### config.mk
export PLATFORM = sky130hd
export DESIGN_NAME = i2c_pkt_master
export DESIGN_NICKNAME = d
export VERILOG_FILES = /design/src/rtl/i2cpm_pkg.sv /design/src/rtl/i2cpm_line.sv /design/src/rtl/i2cpm_seq.sv /design/src/rtl/i2c_pkt_master.sv
export SDC_FILE = /design/constraint.sdc
export NUM_CORES = 1
export LEC_CHECK = 0
export BUFFER_PORTS_ARGS = -buffer_cell sky130_fd_sc_hd__buf_4
export CORE_AREA = 3 3 120 122
export CTS_CLUSTER_SIZE = 16
export DETAILED_ROUTE_END_ITERATION = 8
export DIE_AREA = 0 0 123 125
export PLACE_DENSITY = 0.53
export SETUP_SLACK_MARGIN = 0.2
export SKIP_CTS_REPAIR_TIMING = 1
export SLEW_MARGIN = 10
export SYNTH_ARGS = -nofsm -noshare
export SYNTH_HDL_FRONTEND = slang
export SYNTH_HIERARCHICAL = 1
export SYNTH_SLANG_ARGS = --single-unit
export TNS_END_PERCENT = 30
### constraint.sdc
create_clock -name clk -period 3.3 [get_ports clk]
set_input_delay 0.495 -clock clk [delete_from_list [all_inputs] [get_ports clk]]
set_output_delay 0.495 -clock clk [all_outputs]
set_load 0.02 [all_outputs]
### src/rtl/i2cpm_pkg.sv
package i2cpm_pkg;
  // command word fields
  localparam int CB_START   = 0;
  localparam int CB_TX      = 1;
  localparam int CB_RX      = 3;
  localparam int CB_LAST    = 4;
  localparam int CB_STOP    = 5;
  localparam int CB_EN      = 16;
  localparam int CB_ADDR_LO = 24;
  // status fields
  localparam int ST_ACK  = 0;
  localparam int ST_NAK  = 1;
  localparam int ST_DONE = 16;
  // buffer fields
  localparam int BF_RX_LO = 8;
  localparam int BF_BUSY  = 16;
  localparam int BF_SDA   = 17;
  localparam int BF_SCL   = 18;

  typedef enum logic [2:0] {
    SEG_IDLE, SEG_HOLD, SEG_START, SEG_BIT, SEG_STOP
  } seg_e;
endpackage

### src/rtl/i2cpm_line.sv
module i2cpm_line
  import i2cpm_pkg::*;
(
  input  logic       clk,
  input  logic       rst,
  input  seg_e       seg,
  input  logic [1:0] q,
  input  logic       bval,
  output logic       scl_l,
  output logic       sda_l
);
  logic scl_d, sda_d;
  seg_e seg_q;

  always_comb begin
    scl_d = 1'b1;
    sda_d = 1'b1;
    case (seg)
      SEG_HOLD:  begin scl_d = 1'b0; sda_d = 1'b1; end
      SEG_START: begin scl_d = (q == 2'd1) || (q == 2'd2); sda_d = (q < 2'd2); end
      SEG_BIT:   begin scl_d = (q == 2'd1) || (q == 2'd2); sda_d = bval; end
      SEG_STOP:  begin scl_d = (q != 2'd0); sda_d = (q >= 2'd2); end
      default:   begin scl_d = 1'b1; sda_d = 1'b1; end
    endcase
  end

  always_ff @(posedge clk) begin
    if (rst) begin
      scl_l <= 1'b1;
      sda_l <= 1'b1;
      seg_q <= SEG_IDLE;
    end else begin
      scl_l <= scl_d;
      sda_l <= sda_d;
      seg_q <= seg;
    end
  end

  // SDA moves under a high SCL only inside START or STOP
  p_sda_steady_r11: assert property (@(posedge clk) disable iff (rst)
    (scl_l && $past(scl_l) && (sda_l != $past(sda_l))) |->
      (seg_q == SEG_START || seg_q == SEG_STOP));
endmodule

### src/rtl/i2cpm_seq.sv
module i2cpm_seq
  import i2cpm_pkg::*;
#(
  parameter int ADDR_W = 7,
  parameter int BYTE_W = 8
) (
  input  logic              clk,
  input  logic              rst,
  input  logic              tick,
  input  logic              go,
  input  logic              c_start,
  input  logic              c_tx,
  input  logic              c_rx,
  input  logic              c_last,
  input  logic              c_stop,
  input  logic [ADDR_W-1:0] c_addr,
  input  logic [BYTE_W-1:0] tx_byte,
  input  logic              sda_s,
  output logic              busy,
  output logic              held,
  output logic              done,
  output logic              pkt_slot,
  output logic              pkt_nak,
  output logic [BYTE_W-1:0] rx_byte,
  output seg_e              seg,
  output logic [1:0]        q,
  output logic              bval
);
  localparam int BIT_W = $clog2(BYTE_W + 1);
  localparam logic [BIT_W-1:0] ACK_SLOT = BIT_W'(BYTE_W);

  typedef enum logic [2:0] {S_IDLE, S_START, S_ADDR, S_DATA, S_STOP} st_e;

  st_e               st;
  logic [BIT_W-1:0]  bitn;
  logic [BYTE_W-1:0] shreg;
  logic              f_tx, f_rx, f_last, f_stop;
  logic [ADDR_W-1:0] addr_q;
  logic              rd_data, tgt_slot, at_slot;

  assign rd_data  = (st == S_DATA) && f_rx && !f_tx;
  assign tgt_slot = (st == S_ADDR) || ((st == S_DATA) && !rd_data);
  assign at_slot  = (bitn == ACK_SLOT);
  assign busy     = (st != S_IDLE);

  always_ff @(posedge clk) begin
    if (rst) begin
      st <= S_IDLE; q <= '0; bitn <= '0; shreg <= '0;
      f_tx <= 1'b0; f_rx <= 1'b0; f_last <= 1'b0; f_stop <= 1'b0;
      addr_q <= '0; held <= 1'b0; done <= 1'b0;
      pkt_slot <= 1'b0; pkt_nak <= 1'b0; rx_byte <= '0;
    end else begin
      done <= 1'b0;
      if (st == S_IDLE) begin
        if (go) begin
          f_tx <= c_tx; f_rx <= c_rx; f_last <= c_last; f_stop <= c_stop;
          addr_q <= c_addr; pkt_slot <= 1'b0; pkt_nak <= 1'b0;
          q <= '0; bitn <= '0;
          if (c_start)            st <= S_START;
          else if (c_tx || c_rx) begin st <= S_DATA; shreg <= tx_byte; end
          else if (c_stop)        st <= S_STOP;
          else                    done <= 1'b1;
        end
      end else if (tick) begin
        q <= q + 2'd1;
        case (st)
          S_START: if (q == 2'd3) begin
            st    <= S_ADDR;
            shreg <= BYTE_W'({addr_q, f_rx & ~f_tx});
            bitn  <= '0;
            held  <= 1'b1;
          end
          S_ADDR, S_DATA: begin
            if (q == 2'd2) begin
              if (at_slot) begin
                if (tgt_slot) begin
                  pkt_slot <= 1'b1;
                  if (sda_s) pkt_nak <= 1'b1;
                end
              end else if (rd_data) begin
                shreg <= {shreg[BYTE_W-2:0], sda_s};
              end
            end
            if (q == 2'd3) begin
              if (!at_slot) begin
                bitn <= bitn + 1'b1;
                if (!rd_data) shreg <= {shreg[BYTE_W-2:0], 1'b0};
              end else begin
                bitn <= '0;
                if (rd_data) rx_byte <= shreg;
                if ((st == S_ADDR) && !pkt_nak && (f_tx || f_rx)) begin
                  st    <= S_DATA;
                  shreg <= f_tx ? tx_byte : '0;
                end else if (f_stop) begin
                  st <= S_STOP;
                end else begin
                  st   <= S_IDLE;
                  done <= 1'b1;
                end
              end
            end
          end
          S_STOP: if (q == 2'd3) begin
            st   <= S_IDLE;
            held <= 1'b0;
            done <= 1'b1;
          end
          default: st <= S_IDLE;
        endcase
      end
    end
  end

  always_comb begin
    case (st)
      S_START:        seg = SEG_START;
      S_ADDR, S_DATA: seg = SEG_BIT;
      S_STOP:         seg = SEG_STOP;
      default:        seg = held ? SEG_HOLD : SEG_IDLE;
    endcase
    if (at_slot) bval = tgt_slot ? 1'b1 : f_last;
    else         bval = rd_data ? 1'b1 : shreg[BYTE_W-1];
  end

  // completion is a single-cycle event
  p_done_single_r4: assert property (@(posedge clk) disable iff (rst)
    done |=> !done);
endmodule

### src/rtl/i2c_pkt_master.sv
module i2c_pkt_master
  import i2cpm_pkg::*;
#(
  parameter int ADDR_W      = 7,
  parameter int BYTE_W      = 8,
  parameter int SYNC_STAGES = 2
) (
  input  logic        clk,
  input  logic        rst,
  input  logic        tick,
  input  logic        cmd_we,
  input  logic [31:0] cmd_wdata,
  input  logic        txb_we,
  input  logic [7:0]  txb_wdata,
  input  logic        sts_we,
  input  logic [31:0] sts_wdata,
  output logic [31:0] sts_rdata,
  output logic [31:0] buf_rdata,
  input  logic        scl_in,
  input  logic        sda_in,
  output logic        scl_oe,
  output logic        sda_oe
);
  logic [SYNC_STAGES-1:0] scl_sy, sda_sy;
  logic [BYTE_W-1:0] txb_q, rx_byte;
  logic ack_q, nak_q, done_q;
  logic go, seq_busy, seq_held, seq_done, seq_slot, seq_nak;
  logic scl_l, sda_l, bval;
  logic [1:0] q;
  seg_e seg;
  logic unused_bits;

  for (genvar i = 0; i < SYNC_STAGES; i++) begin : g_sync
    if (i == 0) begin : g_first
      always_ff @(posedge clk) begin
        if (rst) begin scl_sy[0] <= 1'b1; sda_sy[0] <= 1'b1; end
        else     begin scl_sy[0] <= scl_in; sda_sy[0] <= sda_in; end
      end
    end else begin : g_next
      always_ff @(posedge clk) begin
        if (rst) begin scl_sy[i] <= 1'b1; sda_sy[i] <= 1'b1; end
        else     begin scl_sy[i] <= scl_sy[i-1]; sda_sy[i] <= sda_sy[i-1]; end
      end
    end
  end

  assign go = cmd_we && cmd_wdata[CB_EN] && !seq_busy;
  assign unused_bits = ^{cmd_wdata, sts_wdata, txb_wdata};

  i2cpm_seq #(.ADDR_W(ADDR_W), .BYTE_W(BYTE_W)) u_seq (
    .clk(clk), .rst(rst), .tick(tick), .go(go),
    .c_start(cmd_wdata[CB_START]), .c_tx(cmd_wdata[CB_TX]),
    .c_rx(cmd_wdata[CB_RX]), .c_last(cmd_wdata[CB_LAST]),
    .c_stop(cmd_wdata[CB_STOP]), .c_addr(cmd_wdata[CB_ADDR_LO +: ADDR_W]),
    .tx_byte(txb_q), .sda_s(sda_sy[SYNC_STAGES-1]),
    .busy(seq_busy), .held(seq_held), .done(seq_done),
    .pkt_slot(seq_slot), .pkt_nak(seq_nak), .rx_byte(rx_byte),
    .seg(seg), .q(q), .bval(bval)
  );

  i2cpm_line u_line (
    .clk(clk), .rst(rst), .seg(seg), .q(q), .bval(bval),
    .scl_l(scl_l), .sda_l(sda_l)
  );

  assign scl_oe = ~scl_l;
  assign sda_oe = ~sda_l;

  always_ff @(posedge clk) begin
    if (rst) begin
      txb_q <= '0; ack_q <= 1'b0; nak_q <= 1'b0; done_q <= 1'b0;
    end else begin
      if (txb_we) txb_q <= txb_wdata[BYTE_W-1:0];
      done_q <= (done_q & ~(sts_we & sts_wdata[ST_DONE])) | seq_done;
      ack_q  <= (ack_q & ~(sts_we & sts_wdata[ST_ACK])) |
                (seq_done & seq_slot & ~seq_nak);
      nak_q  <= (nak_q & ~(sts_we & sts_wdata[ST_NAK])) | (seq_done & seq_nak);
    end
  end

  always_comb begin
    sts_rdata = '0;
    sts_rdata[ST_ACK]  = ack_q;
    sts_rdata[ST_NAK]  = nak_q;
    sts_rdata[ST_DONE] = done_q;
    buf_rdata = '0;
    buf_rdata[BYTE_W-1:0] = txb_q;
    buf_rdata[BF_RX_LO +: BYTE_W] = rx_byte;
    buf_rdata[BF_BUSY] = seq_busy | seq_held;
    buf_rdata[BF_SDA]  = sda_sy[SYNC_STAGES-1];
    buf_rdata[BF_SCL]  = scl_sy[SYNC_STAGES-1];
  end

  // a finished packet always shows up as done
  p_done_sets_r4: assert property (@(posedge clk) disable iff (rst)
    seq_done |=> done_q);
  // a written 1 clears ACK unless a packet finishes that cycle
  p_w1c_r5: assert property (@(posedge clk) disable iff (rst)
    (sts_we && sts_wdata[ST_ACK] && !seq_done) |=> !ack_q);
  // a released bus leaves both drivers off
  p_release_idle_r7: assert property (@(posedge clk) disable iff (rst)
    (!seq_busy && !seq_held) |=> (!scl_oe && !sda_oe));
  // an owned bus between packets keeps SCL low
  p_hold_low_r8: assert property (@(posedge clk) disable iff (rst)
    (seq_held && !seq_busy) |=> scl_oe);
endmodule

==> impl_metrics.yaml <==
logic_synthesis:
  synth_compound_area_share_pct: 18.3
  syn_avg_cell_area_um2: 8.35
  syn-cell-area_um2: 3320
  ys_ff_latch: 57
  synth-main-ff-cell: "dfxtp_1"
  synth_simple_gate_area_share_pct: 21.8
  ys_seq_area_share_pct: 34.4
  synth_top_area_cell: "dfxtp_1"
  ys_warn_count: 6
  async_flop_share_pct: 0
  synthXorXnorAreaFrac_pct: 0
  synth.top_cell.area_share_pct: 34.4
  synth_edf_count: 0
  synth_top_family_by_area: "simple AND/OR/NAND/NOR gates"
  synth_fa_ha_area_share_pct: 2.26
  synthCells: 398
  synthMuxAreaShare_pct: 8.66
  ys_types: 65
  synthTopCellsByArea: "dfxtp_1 34%, buf_4 11%, mux2i_1 6.6%"
routing:
  wl_per_cell_um: 14.2
  route.detailed.drc: 0
  wl_met3_um: 590
  final_antenna_net_count: 0
  drt_iter0_drc: 276
  highest-signal-layer: "met4"
  drt-total-wl_mm: 8.91
  dr_total_vias: 2893
  via_per_inst: 4.61
  wl_met1_mm: 3.98
  wl_met2_mm: 4.24
  firstDrtPassIters: 4
finish:
  layout_common_cells: "60 x buf_4, 57 x dfxtp_1, 46 x nand2_1"
  layout_commonest_cell: "buf_4"
  num_antenna_cells: 0
  final_nets: 533
  drive_above_1_share_pct: 20.6
  area_growth_pct: 20.8
sta:
  finClkSkew_ns: 0.00886
  finalCritPeriodShare_pct: 75.9
  finalSetupTns_ns: 0
  min_period_ns: 2.50
  report.final.slew_viol_count: 0
  fmax_ghz: 0.399
  setup_viol: 0
  rsz0062_at_grt: "no"
  hold_violations: 0
  worstMarginPinSlew_ns: 0.797
  slew_headroom_pct: 46.4
power:
  p_leak_nw: 1.66
  combPwrFrac_pct: 35.8
  switchingPower_mw: 1.05
  swShare_pct: 37.2
  ir_worst_vdd_mv: 0.287
  power_mw: 2.83
  clockPowerShare_pct: 32.4
  seqPwrFrac_pct: 31.8
  power.density_nw_per_um2: 706
  internal-power_mw: 1.78
die:
  start_util_pct: 25.0
  io_pins: 146
  die_h_um: 125
  dieWidth_um: 123
  core_area_um2: 13300
  dieArea_um2: 15400
  rows: 42
placement:
  place_hpwl_mm: 6.71
  place.gp.congestion: 0.848
  portBuffers: 55
worst_setup_path:
  cp-startpoint: "u_seq/st[2]"
  worstReg2RegEnd: "u_seq/shreg[0]"
  path_max_fanout: 14
  crit_type: "reg -> reg"
  end_kind: "flip-flop"
  path_cells: "nand2b_2 > nor4_1 > a311oi_4 > or4b_1 > a31oi_1"
  start_kind: "flip-flop"
  max_stage_delay_ns: 0.67
  r2r_cells: 5
  crit_slowest_cell: "dfxtp_1"
  worstPathRequired_ns: 3.55
  rrSetupSlack_ns: 0.80
  worstReg2RegStart: "u_seq/st[2]"
  worst_ep_arrival_time_ns: 2.75
global_routing:
  grt_max_degree: 58
  grt_pass1_wl_mm: 14.0
  grt_pass1_vias: 2660
  grt_usage_pct: 11.7
  antenna_found_initial: 0
  grt.overflow.total: 0
cts:
  clock_path_buffers: 2
  cts.sinks: 57
  h-tree-depth: 3
  cts_tree: "built"
  numCtsBuffers: 9
  cts-root-buf: "clkbuf_16"
  clk_pin_slew_ns: 0.05
  clkLatencyLatePin_ns: 0.33
worst_hold_path:
  min_path_cells: 2
  hp-class: "in -> reg"
  hold_end: "scl_sy[0]"
  min-delay-start: "scl_in"
run:
  drv_cap: 0
status:
  status: "completed"
==> power by group through the flow <==
stage | clock [mW] | sequential (mW) | combinational (mW)
finish | 0.917 | 0.900 | 1.01
CTS | 0.944 | 0.896 | 1.01
detailed placement | 0 | 0.910 | 1.01
floorplan | 0 | 0.852 | 0.780
global placement | 0 | 0.908 | 0.997
global route | 0.979 | 0.914 | 1.12
==> area by class of cell <==
cell class,count,area (µm²)
Sequential cell,57,1140
Tap cell,176,220
Fill cell,1424,9280
Multi-Input combinational cell,305,1850
Timing Repair Buffer,60,450
Clock buffer,12,256
Inverter,14,52.6
Clock inverter,3,40.0
==> logic make-up after synthesis <==
group / count (synthesis)
DFF: 57
adders and majority gates: 6
other: 1
buffers and inverters: 77
muxes: 28
and+or+nand+nor: 136
AOI/OAI and AO/OA: 93
==> critical path: cells and delay by family (launching register included) <==
family,cells,cell delay [ns]
AND/OR/NAND/NOR,3,1.11
flip-flops,1,0.67
AO/OA/AOI/OAI,2,0.64
==> worst max-delay path by stage <==
stage,slack (ns),end
2_1_floorplan,0.71,u_seq/shreg[0]
3_3_place_gp,0.86,u_seq/shreg[0]
3_5_place_dp,0.84,u_seq/shreg[0]
4_1_cts,0.83,u_seq/shreg[0]
5_1_grt,0.49,u_seq/shreg[2]
6_report,0.80,u_seq/shreg[0]
==> stage by stage <==
stage / utilization (%) / cells / instance area, µm² / hold slack (ns) / setup slack (ns)
floorplan: - / 439 / 3480 / 0.383 / 0.711
global placement: 28.0 / 612 / 3720 / 0.385 / 0.859
detailed placement: 28.0 / 612 / 3720 / 0.394 / 0.841
CTS: 30.2 / 627 / 4010 / 0.336 / 0.826
global route: 30.2 / 627 / 4010 / 0.345 / 0.492
finish: 30.2 / 627 / 4010 / 0.352 / 0.796
==> Yosys cell counts, types with 2 or more instances <==
| library cell | number |
|---|---|
| a211oi_1 | 3 |
| a21bo_1 | 2 |
| a21oi_1 | 31 |
| a221oi_1 | 4 |
| a22oi_1 | 3 |
| a31oi_1 | 5 |
| a32oi_1 | 2 |
| and2_1 | 3 |
| buf_4 | 49 |
| clkbuf_1 | 11 |
| dfxtp_1 | 57 |
| ha_1 | 6 |
| inv_1 | 13 |
| mux2_2 | 5 |
| mux2i_1 | 22 |
| nand2_1 | 46 |
| nand2b_1 | 2 |
| nand3_1 | 5 |
| nor2_1 | 38 |
| nor2b_1 | 2 |
| nor3_1 | 9 |
| nor3b_1 | 2 |
| nor4_1 | 2 |
| o211a_1 | 2 |
| o21ai_0 | 18 |
| o21ai_1 | 7 |
| o32ai_1 | 2 |
| or2_1 | 5 |
| or3_1 | 3 |
| or4_1 | 3 |
| or4b_1 | 2 |
==> layer usage <==
metal	track usage, %	vias to the layer above
li1	-	1415
met1	15.1	1364
met2	18.3	106
met3	3.75	8
met4	4.04	0
met5	0	-
==> registers in the layout (all words and copies together) (netlist names), 2 cells and up <==
signal         flops
u_seq/bitn         4
u_seq/shreg        8
txb_q              8
u_seq/addr_q       7
u_seq/rx_byte      8
buf_rdata          2
u_seq/st           3
u_seq/q            2
(Power assumes the default switching activity.)
